### src/rtl/pwr_sup_pkg.sv
package pwr_sup_pkg;
  typedef enum logic [1:0] {
    PS_INIT = 2'd0,
    PS_RUN  = 2'd1,
    PS_DOWN = 2'd2,
    PS_OFF  = 2'd3
  } pwr_state_e;
endpackage

### src/rtl/pwr_seq_fsm.sv
module pwr_seq_fsm
  import pwr_sup_pkg::*;
(
  input  logic       clk,
  input  logic       rst_n,
  input  logic       sys_good,
  input  logic       pd_cmd,
  input  logic       wake_irq,
  output pwr_state_e state,
  output logic       mode_single
);
  pwr_state_e state_q, state_d;
  logic       single_q, single_d;
  logic       sys_prev_q;
  logic       sys_rise;

  assign sys_rise = sys_good & ~sys_prev_q;

  always_comb begin
    state_d  = state_q;
    single_d = single_q;
    unique case (state_q)
      PS_INIT: begin
        single_d = sys_good;
        state_d  = sys_good ? PS_RUN : PS_OFF;
      end
      PS_RUN: begin
        if (pd_cmd)                      state_d = PS_DOWN;
        else if (!sys_good && !single_q) state_d = PS_OFF;
      end
      PS_DOWN: begin
        if (sys_rise || (sys_good && wake_irq)) state_d = PS_RUN;
      end
      PS_OFF: begin
        if (sys_good) state_d = PS_RUN;
      end
      default: state_d = PS_INIT;
    endcase
  end

  always_ff @(posedge clk or negedge rst_n) begin
    if (!rst_n) begin
      state_q    <= PS_INIT;
      single_q   <= 1'b0;
      sys_prev_q <= 1'b0;
    end else begin
      state_q    <= state_d;
      single_q   <= single_d;
      sys_prev_q <= sys_good;
    end
  end

  assign state       = state_q;
  assign mode_single = single_q;
endmodule

### src/rtl/line_sense.sv
module line_sense #(
  parameter int unsigned TERM = 119
) (
  input  logic clk,
  input  logic rst_n,
  input  logic enable,
  input  logic in_win,
  output logic loss
);
  localparam int CNT_W = $clog2(TERM + 1);
  localparam logic [CNT_W-1:0] TERM_V = CNT_W'(TERM);
  localparam logic [CNT_W-1:0] LAST_V = CNT_W'(TERM - 1);

  logic [CNT_W-1:0] cnt_q, cnt_d;
  logic             loss_q, loss_d;

  always_comb begin
    cnt_d  = cnt_q;
    loss_d = 1'b0;
    if (!enable || !in_win) begin
      cnt_d = '0;
    end else if (cnt_q != TERM_V) begin
      cnt_d  = cnt_q + 1'b1;
      loss_d = (cnt_q == LAST_V);
    end
  end

  always_ff @(posedge clk or negedge rst_n) begin
    if (!rst_n) begin
      cnt_q  <= '0;
      loss_q <= 1'b0;
    end else begin
      cnt_q  <= cnt_d;
      loss_q <= loss_d;
    end
  end

  assign loss = loss_q;
endmodule

### src/rtl/sel_watchdog.sv
module sel_watchdog #(
  parameter int unsigned SVC_CYC   = 4096,
  parameter int unsigned PULSE_CYC = 16
) (
  input  logic clk,
  input  logic rst_n,
  input  logic active,
  input  logic enable,
  input  logic sel_n,
  input  logic sck_act,
  output logic cpu_rst,
  output logic trip
);
  localparam int CNT_W = $clog2(SVC_CYC);
  localparam int PLS_W = $clog2(PULSE_CYC + 1);
  localparam logic [CNT_W-1:0] LAST_V  = CNT_W'(SVC_CYC - 1);
  localparam logic [PLS_W-1:0] PULSE_V = PLS_W'(PULSE_CYC);

  logic             sel_q;
  logic             dirty_q, dirty_d;
  logic [CNT_W-1:0] cnt_q, cnt_d;
  logic [PLS_W-1:0] left_q, left_d;
  logic             trip_q, trip_d;
  logic             sel_rise, sel_fall, service;

  assign sel_rise = sel_n & ~sel_q;
  assign sel_fall = ~sel_n & sel_q;
  assign service  = sel_rise & ~dirty_q;

  always_comb begin
    dirty_d = dirty_q;
    if (sel_fall)              dirty_d = sck_act;
    else if (!sel_n && sck_act) dirty_d = 1'b1;
  end

  always_comb begin
    cnt_d  = cnt_q;
    left_d = left_q;
    trip_d = 1'b0;
    if (!active || !enable) begin
      cnt_d  = '0;
      left_d = '0;
    end else if (left_q != '0) begin
      left_d = left_q - 1'b1;
      cnt_d  = '0;
    end else if (service) begin
      cnt_d = '0;
    end else if (cnt_q == LAST_V) begin
      cnt_d  = '0;
      left_d = PULSE_V;
      trip_d = 1'b1;
    end else begin
      cnt_d = cnt_q + 1'b1;
    end
  end

  always_ff @(posedge clk or negedge rst_n) begin
    if (!rst_n) begin
      sel_q   <= 1'b1;
      dirty_q <= 1'b0;
      cnt_q   <= '0;
      left_q  <= '0;
      trip_q  <= 1'b0;
    end else begin
      sel_q   <= sel_n;
      dirty_q <= dirty_d;
      cnt_q   <= cnt_d;
      left_q  <= left_d;
      trip_q  <= trip_d;
    end
  end

  assign cpu_rst = (left_q != '0);
  assign trip    = trip_q;
endmodule

### src/rtl/clk_div.sv
module clk_div #(
  parameter int NUM_DIV = 7
) (
  input  logic                       clk,
  input  logic                       rst_n,
  input  logic [$clog2(NUM_DIV+1)-1:0] sel,
  output logic                       div_out
);
  localparam int SEL_W = $clog2(NUM_DIV + 1);

  logic [NUM_DIV-1:0] cnt_q, cnt_d;
  logic [NUM_DIV-1:0] tap;

  assign cnt_d = cnt_q + 1'b1;

  always_ff @(posedge clk or negedge rst_n) begin
    if (!rst_n) cnt_q <= '0;
    else        cnt_q <= cnt_d;
  end

  for (genvar g = 0; g < NUM_DIV; g++) begin : g_tap
    assign tap[g] = (sel == SEL_W'(g)) & cnt_q[g];
  end

  assign div_out = |tap;
endmodule

### src/rtl/pwr_supervisor.sv
module pwr_supervisor
  import pwr_sup_pkg::*;
#(
  parameter int unsigned CLK_HZ       = 32768,
  parameter int unsigned LINE_DLY_US  = 3660,
  parameter int unsigned WD_SVC_CYC   = 4096,
  parameter int unsigned WD_PULSE_CYC = 16,
  parameter int          NUM_DIV      = 7
) (
  input  logic       clk,
  input  logic       rst_n,
  input  logic       sys_good,
  input  logic       line_in_win,
  input  logic       pd_cmd,
  input  logic       psense_en,
  input  logic       wdog_en,
  input  logic       alarm_irq,
  input  logic       alarm_en,
  input  logic       per_irq,
  input  logic       per_en,
  input  logic       sel_n,
  input  logic       sck_act,
  input  logic [2:0] clk_sel,
  output logic       pse,
  output logic       clkout,
  output logic       cpu_rst_n,
  output logic       serial_en,
  output logic       line_loss,
  output logic       wd_trip
);
  localparam longint unsigned LINE_PROD = longint'(CLK_HZ) * longint'(LINE_DLY_US);
  localparam int unsigned     LINE_TERM = int'(LINE_PROD / 64'd1000000);

  logic [1:0] rst_sync_q;
  logic       rst_i;
  pwr_state_e state;
  logic       mode_single;
  logic       wake_irq;
  logic       run;
  logic       wd_rst;
  logic       div_bit;

  always_ff @(posedge clk or negedge rst_n) begin
    if (!rst_n) rst_sync_q <= 2'b00;
    else        rst_sync_q <= {rst_sync_q[0], 1'b1};
  end
  assign rst_i = rst_sync_q[1];

  assign wake_irq = (alarm_irq & alarm_en) | (per_irq & per_en);

  pwr_seq_fsm u_fsm (
    .clk        (clk),
    .rst_n      (rst_i),
    .sys_good   (sys_good),
    .pd_cmd     (pd_cmd),
    .wake_irq   (wake_irq),
    .state      (state),
    .mode_single(mode_single)
  );

  assign run = (state == PS_RUN);

  line_sense #(.TERM(LINE_TERM)) u_line (
    .clk   (clk),
    .rst_n (rst_i),
    .enable(psense_en),
    .in_win(line_in_win),
    .loss  (line_loss)
  );

  sel_watchdog #(.SVC_CYC(WD_SVC_CYC), .PULSE_CYC(WD_PULSE_CYC)) u_wdog (
    .clk    (clk),
    .rst_n  (rst_i),
    .active (run),
    .enable (wdog_en),
    .sel_n  (sel_n),
    .sck_act(sck_act),
    .cpu_rst(wd_rst),
    .trip   (wd_trip)
  );

  clk_div #(.NUM_DIV(NUM_DIV)) u_div (
    .clk    (clk),
    .rst_n  (rst_i),
    .sel    (clk_sel),
    .div_out(div_bit)
  );

  assign pse       = run & (mode_single | sys_good);
  assign serial_en = run & sys_good;
  assign cpu_rst_n = run & sys_good & ~wd_rst;
  assign clkout    = pse & div_bit;
endmodule

### config.mk
export PLATFORM = sky130hd
export DESIGN_NAME = pwr_supervisor
export DESIGN_NICKNAME = d
export VERILOG_FILES = /design/src/rtl/pwr_sup_pkg.sv /design/src/rtl/pwr_seq_fsm.sv /design/src/rtl/line_sense.sv /design/src/rtl/sel_watchdog.sv /design/src/rtl/clk_div.sv /design/src/rtl/pwr_supervisor.sv
export SDC_FILE = /design/constraint.sdc
export NUM_CORES = 1
export LEC_CHECK = 0
export ABC_AREA = 1
export ABC_CLOCK_PERIOD_IN_PS = 2800
export BUFFER_PORTS_ARGS = -buffer_cell sky130_fd_sc_hd__buf_2
export CAP_MARGIN = 20
export CORE_ASPECT_RATIO = 0.8
export CORE_MARGIN = 2
export CORE_UTILIZATION = 60
export DETAILED_ROUTE_END_ITERATION = 8
export PLACE_DENSITY_LB_ADDON = 0.08
export SYNTH_ARGS = -nofsm -noshare
export SYNTH_HDL_FRONTEND = slang
export SYNTH_SLANG_ARGS = --single-unit
### constraint.sdc
create_clock -name clk -period 2.8 [get_ports clk]
set_clock_uncertainty 0.1 [all_clocks]
set_input_delay 0.14 -clock clk [delete_from_list [all_inputs] [get_ports clk]]
set_output_delay 0.14 -clock clk [all_outputs]
set_load 0.02 [all_outputs]
Word level (Yosys, flattened, before mapping)
Index checks and enable logic that the tools add are counted.
{ "op_classes": {"addsub": 4, "eq_ne": 16, "n_bitwise": 24, "n_mux": 24, "reduce_logical": 22} }
{ "ops": {"columns": ["cell", "n"], "rows": [
  ["12-bit 2-to-1 mux", 4],
  ["5-bit 2-to-1 mux", 4],
  ["1-bit AND", 17],
  ["7-bit by 1-bit adder with 7-bit output (second input constant)", 2],
  ["7-bit 2-to-1 mux", 2],
  ["12-bit by 1-bit adder with 12-bit output (second input constant)", 1],
  ["12-bit == test (second input constant)", 1],
  ["2-bit 2-to-1 mux", 5],
  ["3-bit == test (second input constant)", 3],
  ["1-bit 2-to-1 mux", 8],
  ["2-bit one-hot mux with 4 select lines", 1],
  ["7-bit == test (second input constant)", 1],
  ["1-bit zero test", 7],
  ["7-bit inequality test (second input constant)", 1],
  ["7-bit OR reduction", 1],
  ["3-bit by 2-bit == test with 1-bit output (second input constant)", 2],
  ["1-bit NOT", 5],
  ["5-bit nonzero test", 1],
  ["5-bit by 1-bit subtractor with 5-bit output (second input constant)", 1],
  ["2-bit == test (second input constant)", 2],
  ["2-bit nonzero test", 2],
  ["3-bit by 1-bit == test with 1-bit output (second input constant)", 1],
  ["1-bit logical AND", 3],
  ["3-bit zero test", 1],
  ["other kinds (11)", 14]
]} }
{ "totals": {"in_bits": 16, "out_inout_bits": 6, "word_cells": 102, "regBits": 41} }

Depth between registers and ports, before layout
Gate-level depths: netlist of the first run.
{ "logic_depth": {"depth_word": 6, "mapped_depth": 8, "ltp_nobuf": 8} }

Cells and area by module
Synthesis of the first run repeated with hierarchy kept, for this count alone.
{ "hier_totals": {"cells_unflattened": 260, "hier_area_um2": 2197.1} }
{ "modules_own_cells": {"columns": ["mod", "instances", "seq_area_each_um2", "area_each_um2", "cells_per_inst"], "rows": [
  ["sel_watchdog", 1, 501.7, 1059.8, 118],
  ["line_sense", 1, 200.2, 444.2, 58],
  ["clk_div", 1, 175.2, 370.4, 42],
  ["pwr_seq_fsm", 1, 100.1, 190.2, 23],
  ["pwr_supervisor", 1, 50.0, 132.6, 19]
]} }

Worst setup path after synthesis of the first run
Ideal clock, no wire load.
{ "synth_path": {"kind": "flip-flop to output port", "from": "register u_wdog.left_q[0]", "to": "output cpu_rst_n", "stages_incl_launch_ff": 5, "t_required_ps": 2560, "slack_ps": 1262, "arrival_ps": 1298, "n_path_buf": 0, "cell_sequence": "dfrtp_1 inv_1 ha_1 nand3_2 nor3_1"} }
{ "synth_between": {"elab_chain_len": 3} }
{ "synth_rtl": {"columns": ["item", "line", "source"], "rows": [
  ["start, declared", "sel_watchdog.sv:22", "logic [PLS_W-1:0] left_q, left_d;"],
  ["start signal, assigned", "sel_watchdog.sv:68", "left_q <= left_d;"],
  ["5-bit nonzero test", "sel_watchdog.sv:73", "assign cpu_rst = (left_q != '0);"],
  ["1-bit NOT", "pwr_supervisor.sv:91", "assign cpu_rst_n = run & sys_good & ~wd_rst;"],
  ["1-bit AND", "pwr_supervisor.sv:91", null],
  ["end, declared", "pwr_supervisor.sv:26", "output logic cpu_rst_n,"]
]} }
No other way between the ends.

Worst setup path after layout of the first run
Ends and elaborated chain as after synthesis.

==> impl_metrics.toml, run 1 <==
[grt]
grt_max_degree = 40
grt_overflow = 0
grt_util_all_layers_pct = 22.5
antenna_found_initial = 0
first_global_vias = 1533
grt_pass1_wl_mm = 6.42

[clock_tree]
cts_tree = "built"
cts_root_buffer = "clkbuf_8"
cts_buffers = 5
post_cts_buffers = 0
clk_latency_ps = 290
clk_pin_slew_worst_paths_ps = 70
cts.htree.levels = 2
clock_sinks = 41
cts_max_path_buffers = 2
post_cts.resized_instances = 0
hold_buffers = 5

[synthesis]
synth_top_family_by_area = "simple AND/OR/NAND/NOR gates"
synth-compound-area-share_pct = 6.95
yosys.area_share.simple_pct = 27.5
yosysUniqueCellTypes = 29
syn_area_per_cell_um2 = 8.88
synth_area_um2 = 2020
yosysTopAreaCellShare_pct = 49.7
syn-num-nets = 248
async_flop_share_pct = 100
synthXorXnorAreaFrac_pct = 5.21
synth-seq-cells = 41
synthMuxAreaShare_pct = 0
yosysWarnings = 0
synth_adder_area_share_pct = 3.10
synth_edf_count = 0
yosysSeqAreaShare_pct = 51.0
synth.area.top_cells = "dfrtp_1 50%, nand2_1 6.9%, inv_1 5.6%"
synth_cells = 227
synth_top_area_cell = "dfrtp_1"
synth-main-ff-cell = "dfrtp_1"

[sta]
finalSetupViolCount = 0
finalCritPeriodShare_pct = 67.6
fin_setup_tns_ps = 0
fin_crit_ps = 1890
holdWs_ps = 50.8
finalHoldViolCount = 0
fmax_mhz = 528
rsz0062_at_grt = "no"
maxSlewViolCount = 0

[die]
core_area_um2 = 3150
die_area_um2 = 3840
start_util_pct = 63.9
rows = 18
die_w_um = 68.8
ios = 22
die_y_um = 55.8

[worst_setup_path]
crit_required_ps = 2560
crit_fanout = 4
crit_type = "reg -> out"
cp-start-kind = "register"
critPathCaptureType = "primary output"
cp.arrival_ps = 1650

[run_status]
outcome = "finished clean"

[pwr]
power_density_nw_per_um2 = 585
ir_worst_vdd_mv = 0.462
power_leakage_nw = 1.14

[drt]
num_vias = 1538
ant_nets = 0
viasPerCell = 5.09
routed_wl_mm = 3.54
drc_errors = 0
routedWlPerCell_um = 11.7
drtIter0Drc = 110
dr.pass1.iters = 4

[final_layout]
drive_above_1_share_pct = 19.1
diodes = 0
syn_to_final_growth_pct = 15.6
final_nets = 282

[job]
cap_violations = 0

[worst_hold_path]
hold_path.class = "in -> async"

[place]
io_buffers = 21
hpwl_mm = 2.57
place_congestion = 0.839
-- Yosys cell counts, types with 2 or more instances --
cell     number
dfrtp_1      40
o21ai_0      13
nor2_4        4
inv_1        30
nor3_1        8
a21oi_1       7
nand3_1      16
nor3b_1       2
xor2_1        8
nand4_1       2
nor2_1       25
ha_1          5
nand2_1      37
nand2_4       2
xnor2_1       4
a31oi_1       3
nor2_2        9
-- worst max-delay path: stages, from the launching register on --
cell,delay (ps)
dfrtp_1,410
inv_1,90
ha_1,220
nand3_2,190
nor3_1,220
buf_2,220
-- sequential cells by signal (all words and copies together) (netlist names), 2 cells and up --
name           cells
u_wdog.cnt_q      12
u_div.cnt_q        7
u_fsm.state        2
u_wdog.left_q      5
u_line.cnt_q       7
rst_sync_q         2
-- cells in the final DEF (no fill, tap or decap), types with 8 or more instances in the layout --
cell type and n:
nand2_1 37, nor2_2 9, nor2_1 25, xor2_1 8
buf_2 21, nor3_1 8, inv_1 30, dfrtp_1 40
nand3_1 16, o21ai_0 13
-- metal layers --
| layer | routed length (um) | GRT usage, % | up-vias |
|---|---|---|---|
| li1 | - | - | 792 |
| met1 | 1760 | 31.3 | 707 |
| met2 | 1590 | 33.7 | 35 |
| met3 | 159 | 6.68 | 4 |
| met4 | 40 | 7.56 | 0 |
| met5 | 0 | 0 | - |
-- final timing paths --
| kind | from | to | slack [ps] | depth (start not counted) |
|---|---|---|---|---|
| worst min-delay path | rst_n | rst_sync_q[0] | 50 | 2 |
| worst min register to register | rst_sync_q[1] | u_line.cnt_q[1] | 190 | 1 |
| min in group clk | line_in_win | u_line.cnt_q[4] | 60 | 3 |
| max in group asynchronous | rst_sync_q[1] | u_wdog.sel_q | 2050 | 1 |
| worst max-delay path | u_wdog.left_q[0] | cpu_rst_n | 910 | 5 |
| worst max register to register | u_wdog.left_q[0] | u_wdog.cnt_q[7] | 1150 | 8 |
-- power by group --
part           internal, mW  switching (mW)  leakage (nW)  total, mW
Clock                 0.223           0.195        0.0542      0.417
Sequential            0.626          0.0304         0.539      0.657
Combinational        0.0973           0.191         0.544      0.288
Total                 0.946           0.416          1.14       1.36
-- per-stage QoR --
| stage | instances | worst slack [ps] | area [um2] | total power, mW | util, % |
|---|---|---|---|---|---|
| 5_1_grt | 302 | 787 | 2330 | 1.45 | 73.9 |
| 4_1_cts | 302 | 995 | 2330 | 1.37 | 73.9 |
| 3_3_place_gp | 289 | 1230 | 2180 | 0.944 | 69.1 |
| 3_5_place_dp | 289 | 1160 | 2180 | 0.946 | 69.1 |
| 6_report | 302 | 908 | 2330 | 1.36 | 73.9 |
| 2_1_floorplan | 227 | 1260 | 2020 | 0.874 | - |
-- logic make-up after synthesis --
| family | after synthesis |
|---|---|
| simple gates | 110 |
| flops | 41 |
| buf+inv | 32 |
| compound gates | 26 |
| xor+xnor | 12 |
| fa+ha+maj | 5 |
| other cells | 1 |
-- cell type report --
type	count	area, um2
Multi-Input combinational cell	154	866
Clock inverter	1	5.00
Inverter	32	123
Fill cell	243	823
Tap cell	40	50.0
Timing Repair Buffer	27	163
Sequential cell	41	1030
Clock buffer	7	96.3
No activity file was read; power rests on OpenSTA's default activity.
==> run 2, diff against run 1 <==
ABC_CLOCK_PERIOD_IN_PS = 1900   (was 2800)
CORE_UTILIZATION = 57   (was 60)
clock period = 1.9 ns   (was 2.8 ns; I/O delays follow)
==> impl_metrics.toml, run 2 (synthesized netlist as in run 1, its figures left out) <==
[run_status]
outcome = "finished clean"

[sta]
fmax_mhz = 583
fin_crit_ps = 1720
finalSetupViolCount = 0
maxSlewViolCount = 0
holdWs_ps = 20.6
finalHoldViolCount = 0
finalCritPeriodShare_pct = 90.3
rsz0062_at_grt = "no"
fin_setup_tns_ps = 0

[drt]
ant_nets = 0
routedWlPerCell_um = 10.8
viasPerCell = 4.93
drtIter0Drc = 43
drc_errors = 0
dr.pass1.iters = 4
routed_wl_mm = 3.30
num_vias = 1505

[grt]
grt_util_all_layers_pct = 19.5
met1_usage_pct = 27.9
antenna_found_initial = 0
grt_overflow = 0
busiest_layer = "met2"
grt_util_met2_pct = 28.4
grt_pass1_wl_mm = 6.11
first_global_vias = 1423
grt_max_degree = 30
globalRouteMet3Util_pct = 6.36

[clock_tree]
cts_root_buffer = "clkbuf_8"
post_cts_buffers = 0
cts.htree.levels = 2
cts_tree = "built"
post_cts.resized_instances = 0
hold_buffers = 6
cts_buffers = 5
cts_max_path_buffers = 2
clk_latency_ps = 290
clock_sinks = 41
clk_pin_slew_worst_paths_ps = 70

[worst_setup_path]
r2r_cells = 8
crit_slowest_cell = "dfrtp_1"
critPathCaptureType = "primary output"
crit_type = "reg -> out"
cp.arrival_ps = 1520
crit_fanout = 4
cpPeakStageDelay_ps = 390
cp-start-kind = "register"
crit_chain = "inv_1, ha_1, nand3_2, nor3_1, buf_2"
crit_required_ps = 1700

[worst_hold_path]
hold_path.class = "in -> reg"
hold_depth = 3

[final_layout]
final_nets = 283
drive_above_1_share_pct = 19.0
fin_cells = 305
mostFrequentLayoutCell = "dfrtp_1"
reg_top3 = "u_wdog.cnt_q: 12 flops, u_div.cnt_q: 7 flops, u_line.cnt_q: 7 flops"
syn_to_final_growth_pct = 16.8
largest_register_ffs = 12
most-common-layout-cells = "40 x dfrtp_1, 37 x nand2_1, 30 x inv_1"
diodes = 0
largest_register = "u_wdog.cnt_q"

[die]
die_area_um2 = 4030
start_util_pct = 59.3
rows = 19
ios = 22
die_y_um = 57.2
die_w_um = 70.5
core_area_um2 = 3400

[place]
place_congestion = 0.821
io_buffers = 21
hpwl_mm = 2.48
dp.cells = 291

[job]
cap_violations = 0

[pwr]
power_density_nw_per_um2 = 847
ir_worst_vdd_mv = 0.592
power_leakage_nw = 1.15
-- run 2: changes by cell type in the layout (fill, tap and decap cells not counted) --
cell,previous run,this run
dlygate4sd3_1,5,6
buf_12,0,1
buf_4,1,0
-- run 2: final cells by class --
type | instances | area [um2]
fillers | 275 | 1040
well taps | 42 | 52.6
repair buffers | 28 | 185
clock buffers | 7 | 96.3
multi-input cells | 154 | 866
inverters | 32 | 123
clock inverters | 1 | 5.00
flip-flops and latches | 41 | 1030
-- run 2: path summary, 6_finish.rpt --
kind                             startpoint         endpoint  slack [ps]
hold / removal                  line_in_win  u_line.cnt_q[4]          20
max in group asynchronous     rst_sync_q[1]     u_wdog.sel_q        1030
setup / recovery           u_wdog.left_q[0]        cpu_rst_n         180
hold reg to reg               rst_sync_q[1]  u_line.cnt_q[1]         100
min in group asynchronous     rst_sync_q[1]  u_line.cnt_q[1]         100
setup reg to reg           u_wdog.left_q[0]  u_wdog.cnt_q[7]         300
-- run 2: metrics by stage --
stage	setup WS (ps)	area [um2]	power, mW	utilization, %
after floorplan	407	2020	1.29	-
after global placement	342	2190	1.39	64.5
after detailed placement	319	2190	1.39	64.5
after CTS	170	2350	2.03	69.3
after global routing	56.9	2350	2.12	69.3
final	185	2350	2.00	69.3
-- run 2: routing by layer --
layer / wire (um) / share of wire (%)
met5: 0 / 0
met3: 117 / 3.5
met4: 22 / 0.67
met1: 1770 / 54
met2: 1390 / 42
-- run 2: worst max-delay path, delay by kind of cell (launching register included) --
family / cells / cell delay, ps
simple gates: 2 / 360
fa+ha+maj: 1 / 220
buf+inv: 2 / 270
flops: 1 / 390
-- run 2: power by group --
group	leakage [nW]	internal (mW)	switching (mW)	total [mW]
Combinational	0.552	0.147	0.266	0.413
Sequential	0.539	0.923	0.0472	0.970
Clock	0.0542	0.328	0.285	0.613
Total	1.15	1.40	0.598	2.00
